File: config.mk
export PLATFORM = sky130hd
export DESIGN_NAME = ssp_irq_ctrl
export DESIGN_NICKNAME = d
export VERILOG_FILES = /design/src/rtl/ssp_irq_pkg.sv /design/src/rtl/ssp_irq_latch.sv /design/src/rtl/ssp_irq_tx_src.sv /design/src/rtl/ssp_irq_regs.sv /design/src/rtl/ssp_irq_ctrl.sv
export SDC_FILE = /design/constraint.sdc
export NUM_CORES = 1
export LEC_CHECK = 0
export BUFFER_PORTS_ARGS = -buffer_cell sky130_fd_sc_hd__buf_2
export CAP_MARGIN = 10
export CORE_MARGIN = 3
export CORE_UTILIZATION = 39
export DETAILED_ROUTE_END_ITERATION = 8
export PLACE_DENSITY = 0.78
export SYNTH_ARGS = -nofsm -noshare
export SYNTH_HDL_FRONTEND = slang
export SYNTH_SLANG_ARGS = --single-unit
File: constraint.sdc
create_clock -name clk -period 1.15 [get_ports clk]
set_input_delay 0.1725 -clock clk [delete_from_list [all_inputs] [get_ports clk]]
set_output_delay 0.1725 -clock clk [all_outputs]
set_load 0.01 [all_outputs]
File: src/rtl/ssp_irq_pkg.sv
package ssp_irq_pkg;
  localparam int NSRC      = 7;
  localparam int B_OVR     = 0;
  localparam int B_TMO     = 1;
  localparam int B_RXF     = 2;
  localparam int B_TXF     = 3;
  localparam int B_RXDMA   = 4;
  localparam int B_TXDMA   = 5;
  localparam int B_EOT     = 6;
  // sources that latch until cleared by software
  localparam logic [NSRC-1:0] LATCHED = 7'b111_0011;
  // word indices of the register slots
  localparam logic [1:0] W_MASK   = 2'd0;
  localparam logic [1:0] W_RAW    = 2'd1;
  localparam logic [1:0] W_MASKED = 2'd2;
  localparam logic [1:0] W_CLEAR  = 2'd3;
  typedef logic [NSRC-1:0] src_vec_t;
endpackage

File: src/rtl/ssp_irq_latch.sv
module ssp_irq_latch (
  input  logic clk,
  input  logic rst,
  input  logic set_i,
  input  logic clr_i,
  output logic q_o
);
  always_ff @(posedge clk) begin
    if (rst)        q_o <= 1'b0;
    else if (set_i) q_o <= 1'b1;
    else if (clr_i) q_o <= 1'b0;
  end

  assert_set_wins_R4: assert property (@(posedge clk) disable iff (rst)
    set_i |=> q_o);
  assert_hold_R3: assert property (@(posedge clk) disable iff (rst)
    (q_o && !clr_i) |=> q_o);
  assert_no_spurious_R3: assert property (@(posedge clk) disable iff (rst)
    (!q_o && !set_i) |=> !q_o);
endmodule

File: src/rtl/ssp_irq_tx_src.sv
module ssp_irq_tx_src #(
  parameter int TX_DEPTH = 8,
  parameter int TXC_W    = $clog2(TX_DEPTH + 1)
) (
  input  logic             clk,
  input  logic             rst,
  input  logic             eot_mode,
  input  logic [TXC_W-1:0] tx_fill,
  input  logic             ev_last_bit,
  output logic             tx_raw_o
);
  localparam logic [TXC_W-1:0] TX_HALF = TXC_W'(TX_DEPTH / 2);

  logic done_pend;
  logic fifo_low;

  assign fifo_low = (tx_fill <= TX_HALF);

  // drained-shifter flag, held until fresh data arrives
  always_ff @(posedge clk) begin
    if (rst)                 done_pend <= 1'b0;
    else if (tx_fill != '0)  done_pend <= 1'b0;
    else if (ev_last_bit)    done_pend <= 1'b1;
  end

  always_ff @(posedge clk) begin
    if (rst) tx_raw_o <= 1'b0;
    else     tx_raw_o <= eot_mode ? ((tx_fill == '0) && (done_pend || ev_last_bit))
                                  : fifo_low;
  end

  assert_level_low_R5: assert property (@(posedge clk) disable iff (rst)
    (!eot_mode && tx_fill <= TX_HALF) |=> tx_raw_o);
  assert_level_high_R5: assert property (@(posedge clk) disable iff (rst)
    (!eot_mode && tx_fill > TX_HALF) |=> !tx_raw_o);
  assert_data_clears_R6: assert property (@(posedge clk) disable iff (rst)
    (eot_mode && tx_fill != '0) |=> !tx_raw_o);
  assert_rearm_R6: assert property (@(posedge clk) disable iff (rst)
    (eot_mode && !tx_raw_o && !ev_last_bit && $past(eot_mode)) |=> !tx_raw_o);
endmodule

File: src/rtl/ssp_irq_regs.sv
module ssp_irq_regs
  import ssp_irq_pkg::*;
#(
  parameter int ADDR_W = 4
) (
  input  logic              clk,
  input  logic              rst,
  input  logic              bus_sel,
  input  logic              bus_wr,
  input  logic [ADDR_W-1:0] bus_addr,
  input  logic [31:0]       bus_wdata,
  output logic [31:0]       bus_rdata,
  input  src_vec_t          raw_i,
  output src_vec_t          mask_o,
  output src_vec_t          clr_o
);
  logic [1:0] widx;
  logic       wr_en, rd_en;
  src_vec_t   rd_sel;
  logic       unused_bits;

  assign widx  = bus_addr[3:2];
  assign wr_en = bus_sel && bus_wr;
  assign rd_en = bus_sel && !bus_wr;
  assign unused_bits = ^{bus_addr[1:0], bus_wdata[31:NSRC]};

  // clear pulses only reach the latched sources
  assign clr_o = (wr_en && widx == W_CLEAR) ? (bus_wdata[NSRC-1:0] & LATCHED) : '0;

  always_ff @(posedge clk) begin
    if (rst)                            mask_o <= '0;
    else if (wr_en && widx == W_MASK)   mask_o <= bus_wdata[NSRC-1:0];
  end

  always_comb begin
    unique case (widx)
      W_MASK:   rd_sel = mask_o;
      W_RAW:    rd_sel = raw_i;
      W_MASKED: rd_sel = raw_i & mask_o;
      default:  rd_sel = '0;
    endcase
  end

  always_ff @(posedge clk) begin
    if (rst)        bus_rdata <= '0;
    else if (rd_en) bus_rdata <= {{(32-NSRC){1'b0}}, rd_sel};
  end

  assert_reserved_zero_R1: assert property (@(posedge clk) disable iff (rst)
    bus_rdata[31:NSRC] == '0);
  assert_masked_read_R2: assert property (@(posedge clk) disable iff (rst)
    (rd_en && widx == W_MASKED) |=> bus_rdata[NSRC-1:0] == ($past(raw_i) & $past(mask_o)));
  assert_mask_kept_R8: assert property (@(posedge clk) disable iff (rst)
    (!(wr_en && widx == W_MASK)) |=> $stable(mask_o));
endmodule

File: src/rtl/ssp_irq_ctrl.sv
module ssp_irq_ctrl
  import ssp_irq_pkg::*;
#(
  parameter int TX_DEPTH = 8,
  parameter int RX_DEPTH = 8,
  parameter int ADDR_W   = 4,
  parameter int TXC_W    = $clog2(TX_DEPTH + 1),
  parameter int RXC_W    = $clog2(RX_DEPTH + 1)
) (
  input  logic              clk,
  input  logic              rst,
  input  logic              bus_sel,
  input  logic              bus_wr,
  input  logic [ADDR_W-1:0] bus_addr,
  input  logic [31:0]       bus_wdata,
  output logic [31:0]       bus_rdata,
  input  logic              eot_mode,
  input  logic [TXC_W-1:0]  tx_fill,
  input  logic [RXC_W-1:0]  rx_fill,
  input  logic              ev_last_bit,
  input  logic              ev_tx_dma,
  input  logic              ev_rx_dma,
  input  logic              ev_rx_timeout,
  input  logic              ev_rx_overrun,
  output logic              irq
);
  localparam logic [RXC_W-1:0] RX_HALF = RXC_W'(RX_DEPTH / 2);

  src_vec_t raw, mask, clr, ev;
  logic     rx_raw, tx_raw;

  assign ev = '{B_EOT: ev_last_bit, B_TXDMA: ev_tx_dma, B_RXDMA: ev_rx_dma,
                B_TMO: ev_rx_timeout, B_OVR: ev_rx_overrun, default: 1'b0};

  for (genvar i = 0; i < NSRC; i++) begin : g_src
    if (LATCHED[i]) begin : g_latch
      ssp_irq_latch u_latch (
        .clk(clk), .rst(rst), .set_i(ev[i]), .clr_i(clr[i]), .q_o(raw[i]));
    end else if (i == B_TXF) begin : g_tx
      assign raw[i] = tx_raw;
    end else begin : g_rx
      assign raw[i] = rx_raw;
    end
  end

  always_ff @(posedge clk) begin
    if (rst) rx_raw <= 1'b0;
    else     rx_raw <= (rx_fill >= RX_HALF);
  end

  ssp_irq_tx_src #(.TX_DEPTH(TX_DEPTH), .TXC_W(TXC_W)) u_tx (
    .clk(clk), .rst(rst), .eot_mode(eot_mode), .tx_fill(tx_fill),
    .ev_last_bit(ev_last_bit), .tx_raw_o(tx_raw));

  ssp_irq_regs #(.ADDR_W(ADDR_W)) u_regs (
    .clk(clk), .rst(rst), .bus_sel(bus_sel), .bus_wr(bus_wr),
    .bus_addr(bus_addr), .bus_wdata(bus_wdata), .bus_rdata(bus_rdata),
    .raw_i(raw), .mask_o(mask), .clr_o(clr));

  always_ff @(posedge clk) begin
    if (rst) irq <= 1'b0;
    else     irq <= |(raw & mask);
  end

  assert_rx_level_R7: assert property (@(posedge clk) disable iff (rst)
    (rx_fill >= RX_HALF) |=> raw[B_RXF]);
  assert_irq_up_R9: assert property (@(posedge clk) disable iff (rst)
    (|(raw & mask)) |=> irq);
  assert_irq_down_R9: assert property (@(posedge clk) disable iff (rst)
    !(|(raw & mask)) |=> !irq);
  assert_fifo_clear_ignored_R8: assert property (@(posedge clk) disable iff (rst)
    (raw[B_RXF] && rx_fill >= RX_HALF) |=> raw[B_RXF]);
endmodule

==> implementation parameters, run 1 <==
Parameter                              Value

Timing
  Fin crit share    84.64%
  Final-report hold violation count    0
  Final setup viols    0
  Max-slew violation total from the final report    0
  Maximum clock frequency    1027 MHz
  Final min period    0.9734 ns
  Aggregate negative setup slack    0 ns
  Worst clock skew on the final layout    0.002415 ns
  Setup repair after global routing missed its margin    false

Pwr
  Portion of total power attributed to sequential cells    55.6%
  Net switching component of the power    0.0003867 W
  Leak pwr    0.5809 nW
  Switching share of total power    26.32%
  Clock share of power    29.2%
  Max rail drop VDD    0.0007126 V
  Internal power component    0.001083 W
  Part of the power in combinational logic    15.2%
  Pwr/cell area    1147 mW/mm^2

CTS
  Number of hold buffers added after CTS    0
  Deepest level of the CTS H-tree    1
  # clock sinks    22
  Number of gates resized after cts    0
  Buffers from clock root to sink, at most    2
  Library cell used as clock root buffer    sky130_fd_sc_hd__clkbuf_4
  Clock buffer count from CTS    3
  TritonCTS clock tree    built
  Clock edge transition at the registers on the reported setup and hold paths    0.12 ns
  Worst-skew pair later-pin latency    0.31 ns
  Number of buffers added for setup after CTS    0

Global route
  Met3 usage    2.592%
  Met1 Usage GRT    15.19%
  Initial antenna violation count    0
  Busiest layer in global routing    met2
  Pin count of the biggest net entering global routing    23
  Total track usage    12.86%
  Via count of the first global-routing pass    831
  First-pass GRT wire length    3.532 mm
  Total grt overflow    0
  Met2 routing resource usage after global routing    22.22%

Logic synthesis
  Async SR Flop Fraction    0%
  Number of storage elements in the synthesis netlist    22
  Top area cells in the synthesized netlist    sky130_fd_sc_hd__dfxtp_1, sky130_fd_sc_hd__buf_4, sky130_fd_sc_hd__a311oi_1
  Mean cell area of the mapped netlist    8.847 um^2
  Area share of the largest cell type after synthesis    39.20%
  Number of instances in the synthesized netlist    127
  Yosys warning count    0
  Register area share after synthesis    39.20%
  Mapped cell area    0.001124 mm^2
  Cell variety after synth    24
  Most frequent cell after synthesis    sky130_fd_sc_hd__buf_4
  Number of enable-type register cells in the synthesized netlist    0
  Most common flop cell mapped by yosys    sky130_fd_sc_hd__dfxtp_1
  Synth top cells by count    sky130_fd_sc_hd__buf_4, sky130_fd_sc_hd__dfxtp_1, sky130_fd_sc_hd__nor2_1
  Post-synth top area cell    sky130_fd_sc_hd__dfxtp_1

Floorplanning
  Rows    18
  Die area    0.003561 mm^2
  Chip Width    59.68 um
  Starting Density    43.01%
  Die Span Y    59.68 um
  Standard cell core area    0.002613 mm^2
  Io pins    87

Critical path
  Element type at the critical path start    register
  Family with the most delay on the worst path    flip-flops
  Crit Path Category    register to primary output
  Maximum fanout count along the critical path    2
  Critical-path top delay cell    sky130_fd_sc_hd__dfxtp_1
  Sort of element at the end of the critical path    primary output
  Arr. time, crit path    0.80 ns
  Buf/Inv on CP    1
  Cell-by-cell listing of the critical path    buf_2
  Required arrival time at the worst endpoint    0.98 ns
  Longest individual stage delay on the worst path    0.36 ns

Finish
  Number of filler cells placed in the layout    261
  Design Area, Final    0.001281 mm^2
  Share of layout cells above drive strength 1    26.22%
  Number of diodes added for antenna fixing    0
  Final cell count without fillers    194
  Post-synthesis to final-layout area growth    14.03%
  Net total in the final layout    219

Routing
  Iteration-0 DRC Markers    27
  # DRC    0
  Number of nets still failing antenna checks after routing    0
  Total wire length    2.269 mm
  Length of the first detailed-routing pass in iterations    4
  Vias after detailed routing    932
  Average detailed-routed wire length per instance    11.70 um
  Post-DR vias/cell    4.804

Placed design
  Final weighted congestion of routability-driven global placement    0.7830
  Number of cells in the design after placement    190
  Quantity of I/O buffers inserted on ports    31
  Placed instance area    0.001245 mm^2
  HPWL after DPL    1.813 mm

Run
  Max-capacitance violation count    0

Outcome
  Status    complete, no violations

Min path
  Min-Delay Path Class    input pin to register
flip-flops by register name, indices dropped and copies added, names as in the netlist:
register / cells
u_tx.tx_raw_o: 1
g_src.g_latch.u_latch.q_o: 4
u_tx.done_pend: 1
rx_raw: 1
u_regs.bus_rdata: 7
u_regs.mask_o: 7
irq: 1
path summary, 6_finish.rpt:
path / start / end / slack [ns] / cells past startpoint
worst max-delay path: u_regs.bus_rdata[5]$_SDFFE_PP0P_ / bus_rdata[5] / 0.18 / 1
worst min-delay path: tx_fill[3] / u_tx.done_pend$_SDFFE_PP0P_ / 0.02 / 2
worst max register to register: g_src[1].g_latch.u_latch.q_o$_SDFFE_PP0P_ / u_regs.bus_rdata[1]$_SDFFE_PP0P_ / 0.19 / 3
worst min register to register: u_regs.mask_o[4]$_SDFFE_PP0P_ / u_regs.bus_rdata[4]$_SDFFE_PP0P_ / 0.48 / 2
metal layers:
layer,share of wire (%),vias to the layer above
met5,0,-
met2,47,47
met1,41,417
met4,1.5,0
met3,10,5
li1,-,463
cell families (layout without fill, tap and decap cells):
logic type / after synthesis / in the layout / share of synthesized area, %
AND/OR/NAND/NOR: 45 / 45 / 20.49
buffers and inverters: 33 / 46 / 20.38
flip-flops: 22 / 22 / 39.20
AO/OA/AOI/OAI: 19 / 19 / 13.36
multiplexers: 7 / 7 / 6.236
other: 1 / 25 / 0.3338
placed cells by master (no fill, tap or decap), drive strengths merged:
master,Yosys,routed
nand3,1,1
nor2b,1,1
dfxtp,22,22
nand2b,6,6
a2111oi,1,1
and4bb,1,1
a31oi,1,1
inv,4,4
o21ai,2,2
a22oi,3,3
buf,27,38
a311oi,10,10
o31a,1,1
nand3b,5,5
and4,1,1
nor2,21,21
a21oi,1,1
clkbuf,2,4
nand2,6,6
conb,1,25
and2b,2,2
nor4,1,1
mux2i,7,7
through the flow:
| stage | total power [W] | hold slack [ns] | setup WS (ns) | utilization [%] |
|---|---|---|---|---|
| global placement | 0.001046 | 0.3515 | 0.05075 | 47.65 |
| global route | 0.001544 | 0.008424 | 0.07475 | 49.04 |
| CTS | 0.001477 | 0.01707 | 0.1684 | 49.04 |
| finish | 0.001470 | 0.02387 | 0.1766 | 49.04 |
| floorplan | 0.001022 | 0.2489 | 0.2290 | - |
| detailed placement | 0.001055 | 0.3622 | 0.01072 | 47.65 |
power by group through the flow:
stage | clock, W | combinational [W] | sequential, W
after floorplan | 0 | 0.000186 | 0.000836
after global placement | 0 | 0.000214 | 0.000832
after detailed placement | 0 | 0.000220 | 0.000835
after CTS | 0.000438 | 0.000222 | 0.000818
after global routing | 0.000473 | 0.000249 | 0.000822
final | 0.000429 | 0.000223 | 0.000818
area by class of cell:
class                      instances  area (um^2)  area share [%]
multi-input combinational         96        544.3           42.48
sequential                        22        440.4           34.37
timing repair buffer              38        207.7           16.21
tap                               30        37.54           2.930
clock buffer                       4        36.28           2.832
inverter                           4        15.01           1.172
Note: power is estimated with default switching activity, not from simulation.
==> inputs of run 2 (changes only) <==
- clock period: 1.15 -> 0.9 ns (I/O delays scaled with it)
==> run 2 against run 1 <==
The flow now finishes with violations (setup timing). Die area unchanged. Routed wire length increased by 13%. Worst hold slack got worse by 0.015 ns. Sequential power increased by 28%. Via count increased by 4.5%. Critical path depth unchanged. Utilization increased by 6.6 points. Combinational power increased by 63%. Worst setup slack got worse by 0.18 ns. Highest routed layer unchanged.
==> implementation parameters, run 2 (synthesis results as in run 1) <==
Parameter                              Value

Outcome
  Status    finished, violations left
  Violated checks    setup timing

Finish
  Net total in the final layout    228 (+4.1%)
  Post-synthesis to final-layout area growth    29.29%
  Final cell count without fillers    203 (+4.6%)
  Share of layout cells above drive strength 1    37.57% (+11 points)
  Most used cells in the layout excluding fill and tap cells    sky130_fd_sc_hd__conb_1, sky130_fd_sc_hd__buf_2, sky130_fd_sc_hd__nor2_1, sky130_fd_sc_hd__dfxtp_2, sky130_fd_sc_hd__buf_4
  Largest registers in the final layout    u_regs.bus_rdata (7), u_regs.mask_o (7), g_src.g_latch.u_latch.q_o (4)
  Number of diodes added for antenna fixing    0 (unchanged)
  Commonest non-fill, non-tap cell in the layout    sky130_fd_sc_hd__conb_1
  Post-layout util    55.60% (+6.6 points)
  Number of filler cells placed in the layout    250 (-4.2%)

CTS
  Worst-skew pair later-pin latency    0.31 ns (about the same)
  Clock edge transition at the registers on the reported setup and hold paths    0.12 ns (about the same)
  Library cell used as clock root buffer    sky130_fd_sc_hd__clkbuf_4
  Buffers from clock root to sink, at most    2 (unchanged)
  Clock buffer count from CTS    3 (unchanged)
  TritonCTS clock tree    built
  # clock sinks    22 (unchanged)
  Deepest level of the CTS H-tree    1 (unchanged)

Placed design
  Number of cells in the design after placement    193 (+1.6%)
  Final weighted congestion of routability-driven global placement    0.8188 (+4.6%)
  Pre-CTS setup slack    -0.2271 ns (-0.2378 ns)
  HPWL after DPL    1.952 mm (+7.7%)
  Quantity of I/O buffers inserted on ports    31 (unchanged)

Routing
  Length of the first detailed-routing pass in iterations    4 (unchanged)
  Vias after detailed routing    974 (+4.5%)
  Post-DR vias/cell    4.798 (-0.13%)
  # DRC    0 (unchanged)
  Iteration-0 DRC Markers    34 (+26%)
  Average detailed-routed wire length per instance    12.61 um (+7.8%)
  Number of nets still failing antenna checks after routing    0 (unchanged)
  Total wire length    2.560 mm (+13%)

Critical path
  Critical-path top delay cell    sky130_fd_sc_hd__dfxtp_2
  Reg-to-reg critical path startpoint    u_regs.mask_o[5]$_SDFFE_PP0P_
  Worst reg2reg path depth    3 (unchanged)
  Buf/Inv on CP    1 (unchanged)
  Crit Path Category    register to primary output
  Required arrival time at the worst endpoint    0.76 ns (-0.22 ns)
  Maximum fanout count along the critical path    2 (unchanged)
  Longest individual stage delay on the worst path    0.35 ns (about the same)
  Sort of element at the end of the critical path    primary output
  Arr. time, crit path    0.77 ns (-0.03 ns)
  Element type at the critical path start    register
  Family with the most delay on the worst path    flip-flops
  RR Endpoint    u_regs.bus_rdata[5]$_SDFFE_PP0P_
  Slack of the worst reg-to-reg path    -0.002 ns (-0.19 ns)
  Cell-by-cell listing of the critical path    buf_6

Timing
  Fin crit share    100.2%
  Final min period    0.9018 ns
  Setup repair after global routing missed its margin    true
  Maximum clock frequency    1109 MHz
  Final-report hold violation count    0 (unchanged)
  Final setup viols    6 (+6)
  Max-slew violation total from the final report    0 (unchanged)
  Aggregate negative setup slack    -0.006313 ns (-0.006313 ns)
  Worst clock skew on the final layout    0.0003282 ns (-0.002086 ns)
  Worst path setup slack after routing    -0.001830 ns (-0.1784 ns)

Pwr
  Leak pwr    0.6444 nW (+11%)
  Overall power consumption    0.001974 W (+34%)
  Max rail drop VDD    0.0008754 V (+23%)
  Pwr/cell area    1359 mW/mm^2 (+18%)

Global route
  Pin count of the biggest net entering global routing    21 (-8.7%)
  Total grt overflow    0 (unchanged)
  Total track usage    14.60% (+1.7 points)
  Via count of the first global-routing pass    921 (+11%)
  Initial antenna violation count    0 (unchanged)
  First-pass GRT wire length    3.988 mm (+13%)

Min path
  End point of the worst hold path    g_src[6].g_latch.u_latch.q_o$_SDFFE_PP0P_
  Hold-critical path depth    2 (unchanged)
  Min-Delay Path Class    input pin to register
  Startpoint of the worst hold path    bus_wdata[6]

Run
  Max-capacitance violation count    0 (unchanged)

Floorplanning
  Die area    0.003561 mm^2 (unchanged)
  Io pins    87 (unchanged)
  Rows    18 (unchanged)
  Standard cell core area    0.002613 mm^2 (unchanged)
  Chip Width    59.68 um (unchanged)
  Die Span Y    59.68 um (unchanged)
  Starting Density    43.01% (unchanged)
## run 2: changes by cell type in the layout (fill, tap and decap cells not counted), sizes merged
cell / before / now
dlygate4sd3: 0 / 3
buf: 38 / 44
## run 2: per-stage QoR
step                hold slack [ns]  area (um^2)
finish                     0.008939         1453
global route               0.009146         1453
CTS                        0.008559         1400
detailed placement           0.3180         1280
global placement             0.3106         1280
floorplan                    0.2114         1214
## run 2: area by class of cell
type	instances	area [um^2]	area share [%]
timing repair buffer	47	339.1	23.34
sequential	22	455.4	31.35
inverter	4	15.01	1.034
tap	30	37.54	2.584
multi-input combinational	96	569.3	39.19
clock buffer	4	36.28	2.498
## run 2: power breakdown
group	leakage, nW	switching [W]	internal (W)
Combinational	0.439	0.000187	0.000177
Sequential	0.185	0.0000312	0.00102
Clock	0.0210	0.000310	0.000247
Total	0.644	0.000527	0.00145
## run 2: repair_timing
item,in CTS,in global routing
pin swaps,4,1
hold endpoints to repair,2,1
setup endpoints to repair,11,15
gates resized for setup,17,8
buffers inserted,1,2
hold buffers,2,1
## run 2: worst max path at each step
stage	startpoint	slack, ns	end	cells after the start
global route	u_tx.done_pend$_SDFFE_PP0P_	-0.07	u_tx.tx_raw_o$_SDFF_PP0_	2
CTS	u_regs.bus_rdata[6]$_SDFFE_PP0P_	-0.003	bus_rdata[6]	1
global placement	bus_addr[3]	-0.16	u_regs.mask_o[4]$_SDFFE_PP0P_	4
finish	u_regs.bus_rdata[3]$_SDFFE_PP0P_	-0.002	bus_rdata[3]	1
floorplan	bus_addr[2]	0.02	u_regs.mask_o[0]$_SDFFE_PP0P_	4
detailed placement	bus_addr[3]	-0.23	u_regs.mask_o[3]$_SDFFE_PP0P_	4
## run 2: routing by layer
metal  vias to the layer above  global-route usage (%)  routed length (um)
met2                        40                   27.78                1344
met3                         2                   2.592                 178
met1                       450                   16.01                1026
met5                         -                       0                   0
li1                        482                       -                   -
met4                         0                   4.747                  10
